$ cat src/rtl/pda_pkg.sv
package pda_pkg;
  localparam int BYTE_W = 8;

  // even parity over one byte: stored bit makes the total count of ones even
  function automatic logic byte_par(input logic [BYTE_W-1:0] b);
    return ^b;
  endfunction

  // collapse a per-byte error vector to a single event
  function automatic logic any_err(input logic [15:0] v);
    return |v;
  endfunction
endpackage

$ cat src/rtl/pda_par_gen.sv
module pda_par_gen #(
  parameter int NBYTES = 4,
  localparam int DW = NBYTES * pda_pkg::BYTE_W
) (
  input  logic [DW-1:0]     data,
  output logic [NBYTES-1:0] par
);
  import pda_pkg::*;

  for (genvar b = 0; b < NBYTES; b++) begin : g_byte
    assign par[b] = byte_par(data[b*BYTE_W +: BYTE_W]);
  end
endmodule

$ cat src/rtl/pda_store.sv
module pda_store #(
  parameter int NBYTES = 4,
  parameter int DEPTH  = 16,
  localparam int DW    = NBYTES * pda_pkg::BYTE_W,
  localparam int AW    = $clog2(DEPTH),
  localparam int BW    = $clog2(DW)
) (
  input  logic              clk,
  input  logic              rst_n,
  input  logic              wr_en,
  input  logic [AW-1:0]     wr_addr,
  input  logic [DW-1:0]     wr_data,
  input  logic [NBYTES-1:0] wr_be,
  input  logic [NBYTES-1:0] wr_par,
  input  logic              rd_en,
  input  logic [AW-1:0]     rd_addr,
  input  logic [NBYTES-1:0] rd_be,
  input  logic              inj_en,
  input  logic [AW-1:0]     inj_addr,
  input  logic [BW-1:0]     inj_bit,
  output logic [DW-1:0]     rdata_q,
  output logic [NBYTES-1:0] rpar_q,
  output logic [NBYTES-1:0] rbe_q,
  output logic              rvalid_q
);
  import pda_pkg::*;

  logic [DW-1:0]     mem_q [DEPTH];
  logic [NBYTES-1:0] par_q [DEPTH];

  // named events for assertions
  logic inj_hit_wr;
  assign inj_hit_wr = inj_en && wr_en && (inj_addr == wr_addr);

  always_ff @(posedge clk or negedge rst_n) begin
    if (!rst_n) begin
      for (int l = 0; l < DEPTH; l++) begin
        mem_q[l] <= '0;
        par_q[l] <= '0;
      end
    end else begin
      for (int l = 0; l < DEPTH; l++) begin
        if (wr_en && (wr_addr == AW'(l))) begin
          for (int b = 0; b < NBYTES; b++) begin
            if (wr_be[b]) begin
              mem_q[l][b*BYTE_W +: BYTE_W] <= wr_data[b*BYTE_W +: BYTE_W];
              par_q[l][b]                  <= wr_par[b];
            end
          end
        end else if (inj_en && (inj_addr == AW'(l))) begin
          mem_q[l][inj_bit] <= ~mem_q[l][inj_bit];
        end
      end
    end
  end

  // registered read, read-before-write on a shared line
  always_ff @(posedge clk or negedge rst_n) begin
    if (!rst_n) begin
      rdata_q  <= '0;
      rpar_q   <= '0;
      rbe_q    <= '0;
      rvalid_q <= 1'b0;
    end else begin
      rvalid_q <= rd_en;
      if (rd_en) begin
        rdata_q <= mem_q[rd_addr];
        rpar_q  <= par_q[rd_addr];
        rbe_q   <= rd_be;
      end
    end
  end

  assert_rvalid_follows_R1: assert property (@(posedge clk) disable iff (!rst_n)
    rd_en |=> rvalid_q);
  assert_inject_dropped_R8: assert property (@(posedge clk) disable iff (!rst_n)
    (inj_hit_wr && (&wr_be)) |=> (mem_q[$past(wr_addr)] == $past(wr_data)));
endmodule

$ cat src/rtl/pda_par_check.sv
module pda_par_check #(
  parameter int NBYTES = 4,
  localparam int DW = NBYTES * pda_pkg::BYTE_W
) (
  input  logic              clk,
  input  logic              rst_n,
  input  logic [DW-1:0]     rdata,
  input  logic [NBYTES-1:0] rpar,
  input  logic [NBYTES-1:0] rbe,
  input  logic              rvalid,
  output logic [NBYTES-1:0] byte_err,
  output logic              mismatch
);
  import pda_pkg::*;

  logic [NBYTES-1:0] calc_par;

  pda_par_gen #(.NBYTES(NBYTES)) regen_i (
    .data (rdata),
    .par  (calc_par)
  );

  assign byte_err = (calc_par ^ rpar) & rbe & {NBYTES{rvalid}};
  assign mismatch = any_err(16'(byte_err));

  assert_err_only_on_read_R3: assert property (@(posedge clk) disable iff (!rst_n)
    mismatch |-> rvalid);
endmodule

$ cat src/rtl/pda_fault.sv
module pda_fault #(
  parameter int FSR_W = 16,
  parameter int PBIT  = 10
) (
  input  logic             clk,
  input  logic             rst_n,
  input  logic             mismatch,
  input  logic             fsr_clr,
  output logic [FSR_W-1:0] fsr,
  output logic             abort
);
  logic flag_q;
  logic err_q;
  logic abort_q;

  always_ff @(posedge clk or negedge rst_n) begin
    if (!rst_n) begin
      flag_q  <= 1'b0;
      err_q   <= 1'b0;
      abort_q <= 1'b0;
    end else begin
      if (mismatch)     flag_q <= 1'b1;   // set beats clear
      else if (fsr_clr) flag_q <= 1'b0;
      err_q   <= mismatch;
      abort_q <= err_q;
    end
  end

  always_comb begin
    fsr       = '0;
    fsr[PBIT] = flag_q;
  end
  assign abort = abort_q;

  assert_flag_set_R4: assert property (@(posedge clk) disable iff (!rst_n)
    mismatch |=> flag_q);
  assert_flag_sticky_R7: assert property (@(posedge clk) disable iff (!rst_n)
    (flag_q && !fsr_clr) |=> flag_q);
  assert_abort_after_flag_R5: assert property (@(posedge clk) disable iff (!rst_n)
    abort_q |-> $past(flag_q));
  assert_abort_follows_err_R5: assert property (@(posedge clk) disable iff (!rst_n)
    err_q |=> abort_q);
endmodule

$ cat src/rtl/pda_top.sv
module pda_top #(
  parameter int NBYTES = 4,
  parameter int DEPTH  = 16,
  parameter int FSR_W  = 16,
  parameter int PBIT   = 10,
  localparam int DW    = NBYTES * pda_pkg::BYTE_W,
  localparam int AW    = $clog2(DEPTH),
  localparam int BW    = $clog2(DW)
) (
  input  logic              clk,
  input  logic              rst_n,
  input  logic              wr_en,
  input  logic [AW-1:0]     wr_addr,
  input  logic [DW-1:0]     wr_data,
  input  logic [NBYTES-1:0] wr_be,
  input  logic              rd_en,
  input  logic [AW-1:0]     rd_addr,
  input  logic [NBYTES-1:0] rd_be,
  output logic [DW-1:0]     rd_data,
  output logic              rd_valid,
  output logic              abort,
  output logic [FSR_W-1:0]  fsr,
  input  logic              fsr_clr,
  input  logic              inj_en,
  input  logic [AW-1:0]     inj_addr,
  input  logic [BW-1:0]     inj_bit
);
  logic [NBYTES-1:0] wr_par;
  logic [DW-1:0]     rdata_q;
  logic [NBYTES-1:0] rpar_q;
  logic [NBYTES-1:0] rbe_q;
  logic              rvalid_q;
  logic [NBYTES-1:0] byte_err;
  logic              mismatch;

  pda_par_gen #(.NBYTES(NBYTES)) wgen_i (
    .data (wr_data),
    .par  (wr_par)
  );

  pda_store #(.NBYTES(NBYTES), .DEPTH(DEPTH)) store_i (
    .clk      (clk),
    .rst_n    (rst_n),
    .wr_en    (wr_en),
    .wr_addr  (wr_addr),
    .wr_data  (wr_data),
    .wr_be    (wr_be),
    .wr_par   (wr_par),
    .rd_en    (rd_en),
    .rd_addr  (rd_addr),
    .rd_be    (rd_be),
    .inj_en   (inj_en),
    .inj_addr (inj_addr),
    .inj_bit  (inj_bit),
    .rdata_q  (rdata_q),
    .rpar_q   (rpar_q),
    .rbe_q    (rbe_q),
    .rvalid_q (rvalid_q)
  );

  pda_par_check #(.NBYTES(NBYTES)) check_i (
    .clk      (clk),
    .rst_n    (rst_n),
    .rdata    (rdata_q),
    .rpar     (rpar_q),
    .rbe      (rbe_q),
    .rvalid   (rvalid_q),
    .byte_err (byte_err),
    .mismatch (mismatch)
  );

  pda_fault #(.FSR_W(FSR_W), .PBIT(PBIT)) fault_i (
    .clk      (clk),
    .rst_n    (rst_n),
    .mismatch (mismatch),
    .fsr_clr  (fsr_clr),
    .fsr      (fsr),
    .abort    (abort)
  );

  assign rd_data  = rdata_q;
  assign rd_valid = rvalid_q;

  assert_abort_after_read_R6: assert property (@(posedge clk) disable iff (!rst_n)
    abort |-> $past(rd_valid, 2));
  assert_err_in_mask_R3: assert property (@(posedge clk) disable iff (!rst_n)
    mismatch |-> ((byte_err & ~rbe_q) == '0));
endmodule

$ cat config.mk
export PLATFORM = sky130hd
export DESIGN_NAME = pda_top
export DESIGN_NICKNAME = d
export VERILOG_FILES = /design/src/rtl/pda_pkg.sv /design/src/rtl/pda_par_gen.sv /design/src/rtl/pda_store.sv /design/src/rtl/pda_par_check.sv /design/src/rtl/pda_fault.sv /design/src/rtl/pda_top.sv
export SDC_FILE = /design/constraint.sdc
export NUM_CORES = 2
export LEC_CHECK = 0
export ABC_AREA = 1
export BUFFER_PORTS_ARGS = -buffer_cell sky130_fd_sc_hd__buf_2
export CORE_MARGIN = 4
export CORE_UTILIZATION = 29
export CTS_CLUSTER_SIZE = 20
export DETAILED_ROUTE_END_ITERATION = 8
export GPL_ROUTABILITY_DRIVEN = 0
export PLACE_DENSITY = 0.48
export SYNTH_ARGS = -nofsm -noshare
export SYNTH_HDL_FRONTEND = slang
export SYNTH_SLANG_ARGS = --single-unit
export TNS_END_PERCENT = 50
$ cat constraint.sdc
create_clock -name clk -period 2.25 [get_ports clk]
set_clock_uncertainty 0.15 [all_clocks]
set_input_delay 0.45 -clock clk [delete_from_list [all_inputs] [get_ports clk]]
set_output_delay 0.45 -clock clk [all_outputs]
set_load 0.1 [all_outputs]
==> flow_metrics.env <==
export IMPL_run_status="finished with violations"
export IMPL_failed_checks="negative setup slack"
export IMPL_cts_root_buffer_cell="sky130_fd_sc_hd__clkbuf_16"
export IMPL_setup_viol=7
export IMPL_critPathRequiredTime_ps=2750
export IMPL_count_of_routing_violations_after_the_opening_detailed_route_iteration=7806
export IMPL_max_slew_margin_rel=0.364
export IMPL_clock_fmax_ghz=0.442
export IMPL_critPathLaunchType="input port"
export IMPL_critical_path_class="in -> reg"
export IMPL_fin_crit_ps=2260
export IMPL_clkLatencyLatePin_ps=720
export IMPL_top_layer_used="met5"
export IMPL_post_cts_setup_buffers=0
export IMPL_post_route_util=0.384
export IMPL_leakagePower_uw=0.0290
export IMPL_timing_hold_violations_final=0
export IMPL_cts_max_level=3
export IMPL_min_period_over_period=1.01
export IMPL_dpl_worst_slack_ps=-774
export IMPL_final_net_count=7771
export IMPL_met1Wirelength_microns=104000
export IMPL_synth_seq_cells=620
export IMPL_pin_count_of_the_biggest_net_entering_global_routing=89
export IMPL_grt_pass1_wl_microns=367000
export IMPL_floorplan_initialDensity=0.292
export IMPL_synth_edff_count=0
export IMPL_classification_of_the_worst_slack_hold_path="in -> async"
export IMPL_yosysWarnings=0
export IMPL_slew_violations=0
export IMPL_design_die_area_sq_um=155000
export IMPL_area_growth_syn_to_layout_pct=31.6
export IMPL_timing_reg2reg_worst_path_depth=12
export IMPL_timing_setup_tns_ps=-42.9
export IMPL_tritoncts="done"
export IMPL_cts_made_buffers=82
export IMPL_drt_drc_violations_left=0
export IMPL_global_route_overflow_total=0
export IMPL_avgSynthCellArea_sq_um=6.17
export IMPL_ir_worst_vdd_mv=0.536
export IMPL_most_common_layout_cells="sky130_fd_sc_hd__nand2_1 (2921), sky130_fd_sc_hd__o21ai_0 (876), sky130_fd_sc_hd__buf_4 (792)"
export IMPL_totalWireLength_microns=264000
export IMPL_design_area_sq_um=56800
export IMPL_yosys_area_top_type_share=0.360
export IMPL_grt_antenna_before_repair=33
export IMPL_tightestPinTransition_ps=954
export IMPL_vias=54200
export IMPL_post_route_cells_drive_above_1_share=0.169
export IMPL_wl_met3_microns=33000
export IMPL_worstPathArrival_ps=2760
export IMPL_maxCapViolations=0
export IMPL_route_met2_wl_microns=107000
export IMPL_critical_path_reg2reg_startpoint="store_i.mem_q[317]"
export IMPL_route_detailed_vias_per_inst=5.58
export IMPL_layout_commonest_cell="sky130_fd_sc_hd__nand2_1"
export IMPL_grt_util_all_layers=0.327
export IMPL_critical_path_peak_fanout=16
export IMPL_core_region_area_sq_um=148000
export IMPL_clock_sinks=620
export IMPL_antenna_violating_nets_post_route=0
export IMPL_clk_pin_slew_worst_paths_ps=60
export IMPL_cts_buffer_depth=3
export IMPL_postSynth_asyncResetShare=1.00
export IMPL_synth_yosys_seq_area_share=0.360
export IMPL_drt_pass1_iter_count=8
export IMPL_placement_cell_area_sq_um=53600
export IMPL_yosys_most_used_dff="sky130_fd_sc_hd__dfrtp_1"
export IMPL_yosys_cell_types_count=36
export IMPL_power_density_nw_per_um2=651
export IMPL_port_buffers=97
export IMPL_placementRows=141
export IMPL_die_y_microns=394
export IMPL_wl_per_cell_microns=27.2
export IMPL_worst_r2r_endpoint="store_i.mem_q[296]"
export IMPL_boundaryPins=113
export IMPL_postSynthCellCount=6988
export IMPL_timing_critical_path_to_type="flip-flop"
export IMPL_synth_largest_area_cell="sky130_fd_sc_hd__dfrtp_1"
export IMPL_hpwl_microns=199000
export IMPL_mappedNetlistArea_sq_um=43100
export IMPL_via_count_of_the_first_global_routing_pass=49600
export IMPL_synth_area_top_cells="sky130_fd_sc_hd__dfrtp_1 (36%), sky130_fd_sc_hd__nand2_1 (26%), sky130_fd_sc_hd__o21ai_0 (10%), sky130_fd_sc_hd__nor2_1 (7.0%), sky130_fd_sc_hd__a21oi_1 (3.2%)"
export IMPL_chipWidth_microns=394
export IMPL_postLayoutSetupSlackWorst_ps=-11.7
export IMPL_setup_reg_to_reg_worst_slack_ps=10
==> routing by layer <==
layer,track usage,vias to the layer above
li1,-,24100
met4,0.202,16
met5,0,-
met3,0.100,761
met1,0.428,25800
met2,0.468,3594
==> critical path, stage by stage <==
cell,delay (ps)
sky130_fd_sc_hd__buf_2,160
sky130_fd_sc_hd__inv_4,70
sky130_fd_sc_hd__buf_12,140
sky130_fd_sc_hd__nand2_4,70
sky130_fd_sc_hd__buf_4,330
sky130_fd_sc_hd__nor2_1,90
sky130_fd_sc_hd__nor2_1,120
sky130_fd_sc_hd__nand2_1,120
sky130_fd_sc_hd__nand2_1,90
sky130_fd_sc_hd__nand2_1,160
sky130_fd_sc_hd__nor2_1,220
sky130_fd_sc_hd__nand2_1,130
sky130_fd_sc_hd__nand2_1,190
sky130_fd_sc_hd__buf_12,220
sky130_fd_sc_hd__nand2_1,70
sky130_fd_sc_hd__nand2_1,70
==> synth_stat cells (2+ instances only) <==
library cell and number:
sky130_fd_sc_hd__nand2_1 2936, sky130_fd_sc_hd__o21ai_0 879, sky130_fd_sc_hd__nor2_1 800, sky130_fd_sc_hd__dfrtp_1 620, sky130_fd_sc_hd__inv_1 306, sky130_fd_sc_hd__clkbuf_1 291
sky130_fd_sc_hd__a21oi_1 280, sky130_fd_sc_hd__nand3_1 245, sky130_fd_sc_hd__a211oi_1 134, sky130_fd_sc_hd__buf_2 83, sky130_fd_sc_hd__o221ai_1 80, sky130_fd_sc_hd__o211ai_1 74
sky130_fd_sc_hd__buf_4 33, sky130_fd_sc_hd__xnor2_1 32, sky130_fd_sc_hd__o21ai_1 28, sky130_fd_sc_hd__buf_1 25, sky130_fd_sc_hd__o22ai_1 24, sky130_fd_sc_hd__clkinv_1 20
sky130_fd_sc_hd__nor2_2 20, sky130_fd_sc_hd__inv_2 15, sky130_fd_sc_hd__or2_2 14, sky130_fd_sc_hd__nand2_2 10, sky130_fd_sc_hd__xor2_1 10, sky130_fd_sc_hd__buf_6 5
sky130_fd_sc_hd__nand4_1 4, sky130_fd_sc_hd__nor3_1 4, sky130_fd_sc_hd__nor2_4 3, sky130_fd_sc_hd__a21boi_0 2, sky130_fd_sc_hd__a31oi_1 2, sky130_fd_sc_hd__nand2_4 2
sky130_fd_sc_hd__o21bai_1 2
==> through the flow <==
stage	instances	hold WS (ps)	total power, uW
after floorplan	7002	4.41	17800
after global placement	9546	146	22400
after detailed placement	9546	146	22500
after CTS	9707	0.657	36700
after global routing	9718	19.5	38100
final	9720	22.6	36900
==> state kept, by name, summed over array words and instances, names as in the netlist <==
name,flops
store_i.par_q,64
store_i.rbe_q,4
fault_i.abort,1
store_i.mem_q,512
store_i.rdata_q,32
fault_i.flag_q,1
store_i.rpar_q,4
store_i.rvalid_q,1
fault_i.err_q,1
==> report_power, final <==
group | internal [uW] | switching [uW]
combinational | 2940 | 6220
clock | 8240 | 5960
sequential | 12400 | 1140
==> worst max path at each step <==
| stage | slack [ps] | from | cells after the start | endpoint |
|---|---|---|---|---|
| 6_report | -10 | inj_bit[1] | 16 | store_i.mem_q[159] |
| 5_1_grt | -2 | store_i.rdata_q[5] | 1 | rd_data[5] |
| 4_1_cts | 4 | store_i.mem_q[50] | 12 | store_i.mem_q[57] |
| 3_5_place_dp | -770 | inj_bit[0] | 16 | store_i.mem_q[371] |
| 3_3_place_gp | -1130 | inj_addr[1] | 9 | store_i.mem_q[364] |
| 2_1_floorplan | 90 | wr_en | 10 | store_i.mem_q[30] |
==> repair_timing <==
item	4_1_cts	5_1_grt
endpoints found under the setup margin	55	286
pin swaps	0	0
cloned	0	1
resized for setup	12	42
hold endpoints to repair	404	0
hold buffers	7	0
==> kinds of logic after synthesis <==
kind of cell / synth area share
xor gates and xnor gates: 0.00853
DFF: 0.360
other: 0.0000870
and+or+nand+nor: 0.363
AOI/OAI and AO/OA: 0.195
buffers and inverters: 0.0740
==> cell type report <==
cell class              count  area, sq um
fillers                 15800        91100
multi-input cells        5603        24700
flip-flops and latches    620        15500
repair buffers           1059         9930
clock buffers             123         2530
well taps                1930         2410
inverters                 342         1310
clock inverters            31          308
diodes                     12         30.0
(Power assumes the default switching activity.)
